`config.mk`:
```
export PLATFORM = sky130hd
export DESIGN_NAME = nor_rd_path
export DESIGN_NICKNAME = d
export VERILOG_FILES = /design/src/rtl/nor_rd_pkg.sv /design/src/rtl/nor_busy_status.sv /design/src/rtl/nor_ident_rom.sv /design/src/rtl/nor_rd_path.sv
export SDC_FILE = /design/constraint.sdc
export NUM_CORES = 1
export LEC_CHECK = 0
export ABC_AREA = 1
export ABC_CLOCK_PERIOD_IN_PS = 1050
export BUFFER_PORTS_ARGS = -buffer_cell sky130_fd_sc_hd__clkbuf_2
export CORE_ASPECT_RATIO = 1.2
export CORE_MARGIN = 8
export CORE_UTILIZATION = 35
export CTS_BUF_LIST = sky130_fd_sc_hd__clkbuf_4 sky130_fd_sc_hd__clkbuf_8 sky130_fd_sc_hd__clkbuf_16
export DETAILED_ROUTE_END_ITERATION = 10
export PLACE_DENSITY = 0.77
export REMOVE_ABC_BUFFERS = 1
export SETUP_SLACK_MARGIN = 0.1
export SYNTH_ARGS = -nofsm -noshare
export SYNTH_HDL_FRONTEND = slang
export SYNTH_SLANG_ARGS = --single-unit
```
`constraint.sdc`:
```
create_clock -name clk_i -period 1.05 [get_ports clk_i]
set_clock_uncertainty 0.1 [all_clocks]
set_input_delay 0.1575 -clock clk_i [delete_from_list [all_inputs] [get_ports clk_i]]
set_output_delay 0.1575 -clock clk_i [all_outputs]
set_load 0.02 [all_outputs]
```
`src/rtl/nor_rd_pkg.sv`:
```
package nor_rd_pkg;
  typedef enum logic [1:0] {
    MODE_READ  = 2'b00,
    MODE_ID    = 2'b01,
    MODE_QUERY = 2'b10,
    MODE_ALT   = 2'b11
  } rd_mode_e;

  localparam logic [15:0] MFR_CODE = 16'h00BF;
  localparam int unsigned POLL_BIT = 7;
  localparam int unsigned TGL_BIT  = 6;
endpackage

```
`src/rtl/nor_busy_status.sv`:
```
module nor_busy_status import nor_rd_pkg::*; #(
  parameter int unsigned DW = 16
) (
  input  logic          clk_i,
  input  logic          rst_ni,
  input  logic          rd_i,
  input  logic          start_i,
  input  logic          busy_i,
  input  logic          op_erase_i,
  input  logic          prog_b7_i,
  output logic [DW-1:0] status_o
);
  logic tgl_q;

  // toggle advances per busy read strobe; a new operation restarts it
  always_ff @(posedge clk_i or negedge rst_ni) begin
    if (!rst_ni)               tgl_q <= 1'b0;
    else if (start_i)          tgl_q <= 1'b0;
    else if (rd_i && busy_i)   tgl_q <= ~tgl_q;
  end

  always_comb begin
    status_o           = '0;
    status_o[POLL_BIT] = op_erase_i ? 1'b0 : ~prog_b7_i;
    status_o[TGL_BIT]  = tgl_q;
  end
endmodule

```
`src/rtl/nor_ident_rom.sv`:
```
module nor_ident_rom import nor_rd_pkg::*; #(
  parameter int unsigned DW       = 16,
  parameter int unsigned AW       = 20,
  parameter logic [15:0] DEV_CODE = 16'h5A01
) (
  input  logic          query_i,
  input  logic [AW-1:0] addr_i,
  output logic [DW-1:0] word_o
);
  localparam int unsigned QN = 5;
  localparam logic [AW-1:0] QBASE = AW'(8'h10);

  logic [15:0] q_word [QN];
  assign q_word[0] = 16'h0051;
  assign q_word[1] = 16'h0052;
  assign q_word[2] = 16'h0059;
  assign q_word[3] = 16'h0001;
  assign q_word[4] = 16'h0007;

  logic [15:0] id_word, qry_word;
  logic [QN-1:0] q_hit;

  genvar g;
  generate
    for (g = 0; g < QN; g++) begin : g_qhit
      assign q_hit[g] = (addr_i == QBASE + AW'(g));
    end
  endgenerate

  always_comb begin
    qry_word = '0;
    for (int i = 0; i < QN; i++)
      if (q_hit[i]) qry_word = q_word[i];
  end

  always_comb begin
    if (addr_i == AW'(0))      id_word = MFR_CODE;
    else if (addr_i == AW'(1)) id_word = DEV_CODE;
    else                       id_word = '0;
  end

  assign word_o = DW'(query_i ? qry_word : id_word);
endmodule

```
`src/rtl/nor_rd_path.sv`:
```
module nor_rd_path import nor_rd_pkg::*; #(
  parameter int unsigned DW       = 16,
  parameter int unsigned AW       = 20,
  parameter logic [15:0] DEV_CODE = 16'h5A01
) (
  input  logic          clk_i,
  input  logic          rst_ni,
  input  logic          rd_i,
  input  logic          start_i,
  input  logic          busy_i,
  input  logic          op_erase_i,
  input  logic [1:0]    mode_i,
  input  logic [AW-1:0] addr_i,
  input  logic [DW-1:0] array_data_i,
  input  logic [DW-1:0] prog_data_i,
  output logic [DW-1:0] rdata_o
);
  logic [DW-1:0] status_w, rom_w, sel_w;
  rd_mode_e      mode_w;

  wire unused_prog = ^{prog_data_i[DW-1:POLL_BIT+1], prog_data_i[POLL_BIT-1:0]};

  assign mode_w = rd_mode_e'(mode_i);

  nor_busy_status #(.DW(DW)) u_status (
    .clk_i      (clk_i),
    .rst_ni     (rst_ni),
    .rd_i       (rd_i),
    .start_i    (start_i),
    .busy_i     (busy_i),
    .op_erase_i (op_erase_i),
    .prog_b7_i  (prog_data_i[POLL_BIT]),
    .status_o   (status_w)
  );

  nor_ident_rom #(.DW(DW), .AW(AW), .DEV_CODE(DEV_CODE)) u_rom (
    .query_i (mode_w == MODE_QUERY),
    .addr_i  (addr_i),
    .word_o  (rom_w)
  );

  always_comb begin
    if (busy_i) sel_w = status_w;
    else begin
      unique case (mode_w)
        MODE_ID, MODE_QUERY: sel_w = rom_w;
        default:             sel_w = array_data_i;
      endcase
    end
  end

  always_ff @(posedge clk_i or negedge rst_ni) begin
    if (!rst_ni)   rdata_o <= '0;
    else if (rd_i) rdata_o <= sel_w;
  end
endmodule

```
==> metrics.md <==
| Metric | Value |
|---|---|
| Failing checks | negative setup slack |
| Hold Crit Start | array_data_i[11] |
| Die Wd | 65.9 um |
| Adder-cell share of the synthesized area | 1.20% |
| Layout Utilization | 64.3% |
| Routed wire length | 3470 um |
| Top post-synthesis cells by area | dfrtp_1 41%, nand2_1 15%, nor2_1 11% |
| CP Max Fanout | 2 |
| Gr ovfl total | 0 |
| Share of flip-flops with an asynchronous set or reset | 100% |
| Cell family with most CP delay | flip-flops |
| Synth Area in XOR/XNOR | 0% |
| Root Buffer Master | clkbuf_4 |
| Post-synthesis compound-gate area fraction | 13.7% |
| Power density over the cells | 982 mW/mm2 |
| Antenna fix cells | 0 |
| Primary FF master, synth | dfrtp_1 |
| Number of max-cap violations | 0 |
| Hpwl dp | 2540 um |
| Final hold violation count | 0 |
| R2R Path Start | rdata_o[15]$_DFFE_PN0P_ |
| I/O Buffers | 60 |
| Number of global-route vias before repair | 1346 |
| Skew-Pair Late Insertion Delay | 0.29 ns |
| Clk sinks | 17 |
| DRT Pass-1 Iters | 4 |
| Synth Area in Simple Gates | 37.4% |
| Number of synthesized flops with an enable pin | 0 |
| Most common cell in the netlist | nand2_1 |
| Syn Inst Count | 147 |
| Antenna-violating nets left | 0 |
| H-tree levels | 1 |
| Clock slew at reported path FFs | 0.10 ns |
| Hold path cells | 3 |
| Placed insts | 250 |
| Top layer in use | met4 |
| Status | finished with violations |
| Post-Syn Area per Cell | 7.11 um2 |
| Number of fill cells | 247 |
| Met2 WL | 1860 um |
| Relative slew slack | 72.4% |
| Slowest cell delay on critical path | 0.41 ns |
| Core area | 0.00281 mm2 |
| Final Hold Slack | 0.00249 ns |
| First-pass GRT wire length | 5510 um |
| Pre-CTS WS | -0.283 ns |
| Leak pwr | 0.973 nW |
| Tcrit/Tclk final | 106% |
| CTS max path bufs | 2 |
| Initial core utilization | 37.2% |
| Initial antenna violation count | 0 |
| Routability congestion estimate | 0.770 |
| Register area | 425 um2 |
| Worst reg-to-reg setup slack | 0.01 ns |
| Buf+Inv Stages, Crit Path | 1 |
| Critical Path AT | 0.85 ns |
| RR Endpoint | rdata_o[15]$_DFFE_PN0P_ |
| DRC violation total after the first TritonRoute iteration | 33 |
| RSZ-0062 raised after global routing | true |
| Shortest period the worst path allows | 1.11 ns |
| Final Max Slew Viols | 0 |
| Routed WL per cell | 13.2 um |
| Seq/Total Area, Yosys | 40.7% |
| Worst hold path type | in -> reg |
| Cell taking the most area after synthesis | dfrtp_1 |
| # IOs | 76 |
| Met3 wire len | 230 um |
| Share of layout cells above drive strength 1 | 49.8% |
| Largest family of logic cells by synthesized area | simple AND/OR/NAND/NOR gates |
| Die height | 75.9 um |
| Post-synth top area share | 40.7% |
| Actual slew at the worst max-slew pin | 0.414 ns |
| GRT Total Usage | 13.9% |
| Nets | 291 |
| Critical Path End Type | primary output |
| Final Non-Filler Cells | 263 |
| CTS tree | done |
| DRC | 0 |
| Critical path class | reg -> out |
| F_max | 901 MHz |
| Vias per inst | 4.79 |
| Number of synthesized register bits | 17 |
| Vias | 1261 |
| Num rows | 21 |
| Setup WS post-layout | -0.0597 ns |
| CTS Buf Count | 3 |
| Final setup TNS | -0.610 ns |
| Setup crit start kind | flip-flop |
| Slowest library cell on the worst path | dfrtp_1 |
| Area growth from synthesis to final layout | 73.1% |
| Finish-stage setup viols | 17 |
| Crit-path cells | clkbuf_8 |
| Multi-input gate area | 658 um2 |
| CP required | 0.79 ns |
| DIE AREA | 0.00500 mm2 |
| Worst Hold Endpoint | rdata_o[11]$_DFFE_PN0P_ |
| Synth cell count leaders | 43 x nand2_1, 30 x nor2_1, 17 x dfrtp_1 |
| Post-Syn Area | 0.00104 mm2 |
| Post-synth cell types | 23 |
| Ys Warns | 0 |
| VDD IR max | 0.000523 V |
| Reg2reg path depth | 3 |
| Mux cell area share after synthesis | 0% |
| Largest net degree at the start of global routing | 18 |
| Met1 wire length | 1320 um |
-- per-layer routing --
layer | global-route usage [%] | up-vias
met2 | 26.5 | 54
li1 | - | 636
met1 | 14.7 | 564
met5 | 0 | -
met4 | 6.31 | 0
met3 | 1.76 | 7
-- logic make-up after synthesis --
| kind of cell | after synthesis |
|---|---|
| AOI/OAI and AO/OA | 21 |
| adders and majority gates | 1 |
| and+or+nand+nor | 90 |
| buffers and inverters | 18 |
| DFF | 17 |
-- layout make-up --
| class | instances | area share [%] |
|---|---|---|
| flip-flops and latches | 17 | 23.5 |
| clock buffers | 4 | 1.66 |
| well taps | 34 | 2.35 |
| multi-input cells | 112 | 36.4 |
| repair buffers | 82 | 33.1 |
| inverters | 14 | 2.91 |
-- layout by cell type, fill, tap and decap left out, drive strengths merged, types with 2 or more instances in the layout --
cell         netlist  layout
a21oi              5       5
a32o               4       4
buf                3      33
clkbuf             1      50
dfrtp             17      17
dlygate4sd3        0       3
inv               14      14
nand2             46      46
nand3              7       7
nand4              2       2
nor2              33      33
o211ai             4       4
o21ai              8       8
-- state kept, by name, summed over array words and instances, names as in the netlist --
name and cells:
rdata_o 16, u_status.tgl_q 1
-- what timing repair did --
item,4_1_cts,5_1_grt
hold buffers,3,0
buffers inserted,4,2
resized for setup,24,53
setup endpoints to repair,28,31
pin swaps,7,10
endpoints found under the hold margin,19,0
-- where the power goes --
group | leakage [nW] | total [mW] | switching (mW) | internal, mW
sequential | 0.224 | 0.758 | 0.0439 | 0.714
combinational | 0.731 | 0.646 | 0.320 | 0.326
clock | 0.0184 | 0.372 | 0.199 | 0.173
total | 0.973 | 1.78 | 0.563 | 1.21
-- through the flow --
stage          cell area, um2  total power [mW]
2_1_floorplan            1020             0.999
6_report                 1810              1.78
3_5_place_dp             1460              1.25
3_3_place_gp             1460              1.24
5_1_grt                  1810              1.88
4_1_cts                  1650              1.69
-- worst max-delay path by stage --
stage,startpoint,to,depth (start not counted)
6_report,rdata_o[9]$_DFFE_PN0P_,rdata_o[9],1
5_1_grt,addr_i[13],rdata_o[1]$_DFFE_PN0P_,10
4_1_cts,rdata_o[6]$_DFFE_PN0P_,rdata_o[6],1
3_5_place_dp,addr_i[13],rdata_o[4]$_DFFE_PN0P_,11
3_3_place_gp,addr_i[15],rdata_o[4]$_DFFE_PN0P_,11
2_1_floorplan,mode_i[0],rdata_o[11]$_DFFE_PN0P_,6
Note: power is estimated with default switching activity, not from simulation.
